## src/rtl/pmsel_pkg.sv

```systemverilog
package pmsel_pkg;

    typedef enum logic [1:0] {
        MODE_UNDECIDED = 2'b00,
        MODE_SYNC      = 2'b01,
        MODE_ASYNC     = 2'b10,
        MODE_FAULT     = 2'b11
    } link_mode_e;

    typedef enum logic [1:0] {
        TX_IDLE = 2'b00,
        TX_SEND = 2'b01,
        TX_DONE = 2'b10
    } atr_state_e;

    typedef struct packed {
        logic drive;
        logic level;
    } line_drive_t;

    localparam int ATR_BITS = 64;

    // Density code placed in the top byte of the default answer word.
    localparam logic [7:0] DENSITY_CODE = 8'h14;

    function automatic logic [ATR_BITS-1:0] build_atr(input logic [7:0] density);
        return {density, 56'h5A_C3_0F_61_92_E4_3B};
    endfunction

    localparam logic [ATR_BITS-1:0] ATR_DEFAULT = build_atr(DENSITY_CODE);

    function automatic logic is_locked(input link_mode_e m);
        return m != MODE_UNDECIDED;
    endfunction

endpackage

```

## src/rtl/pmsel_reset_timer.sv

```systemverilog
module pmsel_reset_timer
    import pmsel_pkg::*;
#(
    parameter int RESET_DELAY = 400
) (
    input  logic       clk,
    input  logic       por,
    input  logic       rst_line,
    output link_mode_e mode
);
    localparam int CW = $clog2(RESET_DELAY + 2);
    localparam logic [CW-1:0] CNT_EXACT = CW'(RESET_DELAY);
    localparam logic [CW-1:0] CNT_SAT   = CW'(RESET_DELAY + 1);

    logic [CW-1:0] low_cnt;

    always_ff @(posedge clk) begin
        if (por) begin
            mode    <= MODE_UNDECIDED;
            low_cnt <= '0;
        end else if (!is_locked(mode)) begin
            if (rst_line) begin
                if (low_cnt == '0)
                    mode <= MODE_SYNC;
                else if (low_cnt == CNT_EXACT)
                    mode <= MODE_ASYNC;
                else
                    mode <= MODE_FAULT;
            end else if (low_cnt != CNT_SAT) begin
                low_cnt <= low_cnt + 1'b1;
            end
        end
    end

    AST_MODE_STICKY: assert property (@(posedge clk) disable iff (por)
        is_locked(mode) |=> (mode == $past(mode)));

    AST_ASYNC_EXACT: assert property (@(posedge clk) disable iff (por)
        (mode == MODE_ASYNC && $past(mode) == MODE_UNDECIDED)
            |-> ($past(low_cnt) == CNT_EXACT));

    AST_SYNC_NO_LOW: assert property (@(posedge clk) disable iff (por)
        (mode == MODE_SYNC && $past(mode) == MODE_UNDECIDED)
            |-> ($past(low_cnt) == '0));

endmodule

```

## src/rtl/pmsel_warmup.sv

```systemverilog
module pmsel_warmup #(
    parameter int WARMUP_PULSES = 5
) (
    input  logic clk,
    input  logic por,
    input  logic enable,
    output logic ready
);
    localparam int WW = $clog2(WARMUP_PULSES + 1);
    localparam logic [WW-1:0] WARM_MAX = WW'(WARMUP_PULSES);

    logic [WW-1:0] pulse_cnt;

    always_ff @(posedge clk) begin
        if (por)
            pulse_cnt <= '0;
        else if (enable && pulse_cnt != WARM_MAX)
            pulse_cnt <= pulse_cnt + 1'b1;
    end

    assign ready = (pulse_cnt == WARM_MAX);

    AST_WARM_NO_OVERFLOW: assert property (@(posedge clk) disable iff (por)
        pulse_cnt <= WARM_MAX);

    AST_WARM_NEEDS_ENABLE: assert property (@(posedge clk) disable iff (por)
        $rose(ready) |-> $past(enable));

endmodule

```

## src/rtl/pmsel_atr_tx.sv

```systemverilog
module pmsel_atr_tx
    import pmsel_pkg::*;
#(
    parameter logic [ATR_BITS-1:0] ATR_WORD = ATR_DEFAULT,
    parameter int BIT_CLKS = 4
) (
    input  logic        clk,
    input  logic        por,
    input  logic        start,
    output line_drive_t drv,
    output logic        done
);
    localparam int BW = $clog2(ATR_BITS);
    localparam int PW = $clog2(BIT_CLKS + 1);
    localparam logic [BW-1:0] LAST_BIT = BW'(ATR_BITS - 1);
    localparam logic [PW-1:0] LAST_CYC = PW'(BIT_CLKS - 1);

    atr_state_e          state;
    logic [ATR_BITS-1:0] shreg;
    logic [BW-1:0]       bit_idx;
    logic [PW-1:0]       cyc;

    always_ff @(posedge clk) begin
        if (por) begin
            state   <= TX_IDLE;
            shreg   <= '0;
            bit_idx <= '0;
            cyc     <= '0;
        end else begin
            unique case (state)
                TX_IDLE: begin
                    if (start) begin
                        state   <= TX_SEND;
                        shreg   <= ATR_WORD;
                        bit_idx <= '0;
                        cyc     <= '0;
                    end
                end
                TX_SEND: begin
                    if (cyc == LAST_CYC) begin
                        cyc   <= '0;
                        shreg <= shreg >> 1;
                        if (bit_idx == LAST_BIT)
                            state <= TX_DONE;
                        else
                            bit_idx <= bit_idx + 1'b1;
                    end else begin
                        cyc <= cyc + 1'b1;
                    end
                end
                default: state <= TX_DONE;
            endcase
        end
    end

    always_comb begin
        drv.drive = (state == TX_SEND);
        drv.level = (state == TX_SEND) ? shreg[0] : 1'b1;
    end

    assign done = (state == TX_DONE);

    AST_TX_PERIOD_RANGE: assert property (@(posedge clk) disable iff (por)
        (state == TX_SEND) |-> (cyc <= LAST_CYC));

    AST_TX_ORDER: assert property (@(posedge clk) disable iff (por)
        (state == TX_SEND && $past(state) == TX_SEND && $past(cyc) != LAST_CYC)
            |-> $stable(bit_idx));

    AST_TX_DONE_STICKY: assert property (@(posedge clk) disable iff (por)
        (state == TX_DONE) |=> (state == TX_DONE));

endmodule

```

## src/rtl/pmsel_top.sv

```systemverilog
module pmsel_top
    import pmsel_pkg::*;
#(
    parameter int RESET_DELAY   = 400,
    parameter int WARMUP_PULSES = 5,
    parameter int BIT_CLKS      = 4,
    parameter logic [ATR_BITS-1:0] ATR_WORD = ATR_DEFAULT
) (
    input  logic       clk,
    input  logic       por,
    input  logic       rst_line,
    output logic [1:0] link_mode,
    output logic       cmd_ready,
    output logic       io_oe,
    output logic       io_out
);
    link_mode_e  mode;
    logic        warm_ready;
    logic        atr_done;
    line_drive_t drv;

    pmsel_reset_timer #(.RESET_DELAY(RESET_DELAY)) u_timer (
        .clk      (clk),
        .por      (por),
        .rst_line (rst_line),
        .mode     (mode)
    );

    pmsel_warmup #(.WARMUP_PULSES(WARMUP_PULSES)) u_warm (
        .clk    (clk),
        .por    (por),
        .enable (mode == MODE_SYNC),
        .ready  (warm_ready)
    );

    pmsel_atr_tx #(.ATR_WORD(ATR_WORD), .BIT_CLKS(BIT_CLKS)) u_atr (
        .clk   (clk),
        .por   (por),
        .start (mode == MODE_ASYNC),
        .drv   (drv),
        .done  (atr_done)
    );

    always_comb begin
        link_mode = mode;
        unique case (mode)
            MODE_SYNC:  cmd_ready = warm_ready;
            MODE_ASYNC: cmd_ready = atr_done;
            default:    cmd_ready = 1'b0;
        endcase
        io_oe  = drv.drive;
        io_out = drv.level;
    end

    AST_DRIVE_ONLY_ASYNC: assert property (@(posedge clk) disable iff (por)
        io_oe |-> (mode == MODE_ASYNC));

    AST_READY_NEEDS_MODE: assert property (@(posedge clk) disable iff (por)
        cmd_ready |-> (mode == MODE_SYNC || mode == MODE_ASYNC));

    AST_READY_LINE_FREE: assert property (@(posedge clk) disable iff (por)
        cmd_ready |-> !io_oe);

    AST_ONE_SIDE_ONLY: assert property (@(posedge clk) disable iff (por)
        !(warm_ready && atr_done));

endmodule

```

## config.mk

```make
export PLATFORM = sky130hd
export DESIGN_NAME = pmsel_top
export DESIGN_NICKNAME = d
export VERILOG_FILES = /design/src/rtl/pmsel_pkg.sv /design/src/rtl/pmsel_reset_timer.sv /design/src/rtl/pmsel_warmup.sv /design/src/rtl/pmsel_atr_tx.sv /design/src/rtl/pmsel_top.sv
export SDC_FILE = /design/constraint.sdc
export NUM_CORES = 1
export LEC_CHECK = 0
export ABC_AREA = 0
export CAP_MARGIN = 30
export CORE_MARGIN = 10
export CORE_UTILIZATION = 65
export CTS_CLUSTER_SIZE = 10
export DETAILED_ROUTE_END_ITERATION = 8
export PLACE_DENSITY = 0.83
export REMOVE_ABC_BUFFERS = 1
export SYNTH_ARGS = -nofsm -noshare
export SYNTH_HDL_FRONTEND = slang
export SYNTH_HIERARCHICAL = 1
export SYNTH_SLANG_ARGS = --single-unit
```

## constraint.sdc

```tcl
create_clock -name clk -period 4.65 [get_ports clk]
set_input_delay 0.93 -clock clk [delete_from_list [all_inputs] [get_ports clk]]
set_output_delay 0.93 -clock clk [all_outputs]
set_load 0.01 [all_outputs]
```

==> results.sh <==
export IMPL_outcome="finished, final reports clean"
export IMPL_grt_pass1_vias=2533
export IMPL_synth_area_um2=3430
export IMPL_skew_ns=0.00665
export IMPL_min_path_cells=2
export IMPL_finalHoldViolCount=0
export IMPL_grt_pass1_wl_um=11100
export IMPL_clkLatencyLatePin_ns=0.35
export IMPL_drt_first_pass_iters=4
export IMPL_fin_crit_sh_pct=61.7
export IMPL_viasPerCell=5.67
export IMPL_timing_rr_end="u_atr/shreg[19]"
export IMPL_worstPathBufferInverterCount=2
export IMPL_async_reset_ff_share_pct=0
export IMPL_r2r_start="u_atr/cyc[0]"
export IMPL_dr_first_iter_drc_count=172
export IMPL_postCtsSetupRepairBufs=0
export IMPL_wl_per_cell_um=13.5
export IMPL_hold_path_class="reg -> reg"
export IMPL_drt_wl_total_um=6250
export IMPL_dr_max_layer_used="met4"
export IMPL_critPathMaxFanout=3
export IMPL_grt_max_degree=58
export IMPL_worst_pin_slew_ns=0.967
export IMPL_dpl_worst_slack_ns=2.10
export IMPL_max_slew_margin_pct=35.6
export IMPL_crit_type="reg -> out"
export IMPL_die_h_um=92.6
export IMPL_coreArea_um2=5110
export IMPL_via_count=2631
export IMPL_drv_slew=0
export IMPL_required_ns=3.72
export IMPL_fin_crit_ns=2.87
export IMPL_port_buffer_count=7
export IMPL_final_nets=401
export IMPL_place_congestion=0.784
export IMPL_drv_cap=0
export IMPL_fin_area_um2=3770
export IMPL_ios=8
export IMPL_drc=0
export IMPL_slowest_delay_ns=0.48
export IMPL_rsz0062_at_grt="false"
export IMPL_synth_edf_count=0
export IMPL_power_density_nw_per_um2=391
export IMPL_crit_chain="inv_1, ha_1, and2_2, a22oi_1, nor2_1, clkdlybuf4s50_1"
export IMPL_areaGrowthSynthToFinish_pct=9.81
export IMPL_final_layout_size_suffix_gt1_share_pct=10.2
export IMPL_cts_tree="yes"
export IMPL_detail_route_antenna_nets=0
export IMPL_synth_cell_types=49
export IMPL_dieArea_um2=8580
export IMPL_critical_path_top_delay_family="buffers and inverters"
export IMPL_numCtsBuffers=9
export IMPL_n_fill_cell=371
export IMPL_cp_start_kind="register"
export IMPL_antenna_found_initial=0
export IMPL_crit_slowest_cell="clkdlybuf4s50_1"
export IMPL_initial_utilization_pct=67.1
export IMPL_clock_sinks=86
export IMPL_syn_avg_cell_area_um2=8.84
export IMPL_met3_length_um=178
export IMPL_diodes=0
export IMPL_ys_ff_latch=86
export IMPL_met2_length_um=3060
export IMPL_fmax_ghz=0.348
export IMPL_syn_inst=388
export IMPL_setup_viol=0
export IMPL_synth_seq_area_share_pct=50.2
export IMPL_path_clk_slew_ns=0.08
export IMPL_layout_setup_ws_ns=1.78
export IMPL_clock_path_buffers=2
export IMPL_cp_arrival_ns=1.94
export IMPL_row_count=26
export IMPL_peakVddDrop_v=0.000272
export IMPL_root_buffer="clkbuf_8"
export IMPL_dp_hpwl_um=3820
export IMPL_wl_met1_um=2890
export IMPL_post_cts_resized=0
export IMPL_worstHoldStart="u_atr/shreg[2]"
export IMPL_yosysWarnings=6
export IMPL_grt_usage_pct=15.7
export IMPL_worstSetupEndpointType="primary output"
export IMPL_placed_cell_area_um2=3530
export IMPL_chipWidth_um=92.6
export IMPL_cts_hold_buf=0
export IMPL_p_leak_uw=0.00144
export IMPL_synth_ff_type="dfxtp_1"
export IMPL_cts_htree_levels=3
export IMPL_holdPathEnd="u_atr/shreg[1]"
export IMPL_grt_overflow_total=0
export IMPL_tns_ns=0
export IMPL_r2r_cells=7
export IMPL_r2r_slack_ns=2.52
cells in the mapped netlist, types with 2 or more instances:
master	number	area [um2]
mux2i_1	2	20.0
or2_1	2	12.5
or4_1	4	30.0
nor4_1	2	12.5
o21ai_0	5	25.0
a22oi_1	34	255
dfxtp_1	86	1720
clkbuf_1	15	56.3
ha_1	9	113
nand3_1	3	15.0
nand2b_1	5	31.3
and3_1	2	12.5
inv_1	14	52.6
o31ai_1	2	15.0
nor2b_1	4	25.0
mux2_2	4	45.0
nand4b_1	2	17.5
nor3_1	33	165
a21oi_1	15	75.1
buf_2	6	30.0
nand4_1	2	12.5
nand2_1	8	30.0
nor2_1	102	383
or3_2	2	15.0
final cells by class:
class                   count  area, um2  share of cell area, %
clock buffers              13        169                   4.49
clock inverters             3       65.1                   1.73
inverters                  15       56.3                   1.50
multi-input cells         264       1550                   41.1
flip-flops and latches     86       1720                   45.7
well taps                  70       87.6                   2.33
repair buffers             13        118                   3.12
logic make-up (layout without fill, tap and decap cells):
kind of cell	Yosys count	count (layout)	synth area share [%]
adders and majority gates	9	9	3.28
DFF	86	86	50.2
AOI/OAI and AO/OA	67	67	14.5
buffers and inverters	38	44	4.71
and+or+nand+nor	181	181	25.0
muxes	7	7	2.33
per-layer routing:
layer | up-vias | GRT usage [%]
met5 | - | 0
met4 | 0 | 7.84
met3 | 13 | 4.52
met2 | 32 | 26.4
met1 | 1235 | 17.8
li1 | 1351 | -
worst max-delay path by stage:
stage,start,to,slack [ns],depth (start not counted)
detailed placement,rst_line,u_timer/low_cnt[7],2.10,4
global route,u_warm/pulse_cnt[1],cmd_ready,1.68,6
global placement,rst_line,u_timer/low_cnt[7],2.17,4
finish,u_warm/pulse_cnt[1],cmd_ready,1.78,6
floorplan,u_atr/cyc[0],u_atr/bit_idx[5],2.06,4
CTS,u_warm/pulse_cnt[1],cmd_ready,1.76,6
flip-flops by register name (all words and copies together), names as in the netlist:
signal            flops
u_atr/bit_idx         6
u_atr/cyc             3
u_atr/shreg          61
u_atr/state           2
u_timer/low_cnt       9
u_timer/mode          2
u_warm/pulse_cnt      3
worst register-to-register path: stages, from the launching register on:
cell and delay [ns]:
dfxtp_1 0.34, ha_1 0.26, and4bb_1 0.22, buf_4 0.26, nor2_2 0.41, buf_4 0.36
a22oi_1 0.12, nor2_1 0.10
placed cells by master (no fill, tap or decap), types with 2 or more instances in the layout:
| cell type | count |
|---|---|
| a21oi_1 | 15 |
| a22oi_1 | 34 |
| and3_1 | 2 |
| buf_4 | 5 |
| bufinv_16 | 2 |
| clkbuf_8 | 12 |
| clkdlybuf4s50_1 | 6 |
| dfxtp_1 | 86 |
| ha_1 | 9 |
| inv_1 | 14 |
| mux2_2 | 4 |
| mux2i_1 | 2 |
| nand2_1 | 8 |
| nand2b_1 | 5 |
| nand3_1 | 3 |
| nand4_1 | 2 |
| nand4b_1 | 2 |
| nor2_1 | 101 |
| nor2b_1 | 4 |
| nor3_1 | 33 |
| nor4_1 | 2 |
| o21ai_0 | 5 |
| o31ai_1 | 2 |
| or2_1 | 2 |
| or3_2 | 2 |
| or4_1 | 4 |
report_power, final:
group	internal, uW	switching [uW]	total, uW
sequential	760	17.3	778
combinational	42.9	61.4	104
clock	346	244	590
stage by stage:
step,hold WS [ns],utilization (%),power [uW],cells
after global placement,0.469,68.9,893,447
after detailed placement,0.480,69.2,897,448
after global routing,0.511,73.7,1540,464
after CTS,0.491,73.7,1490,464
after floorplan,0.451,-,858,365
final,0.488,73.7,1470,464
Power figures use the tool's default switching activity.
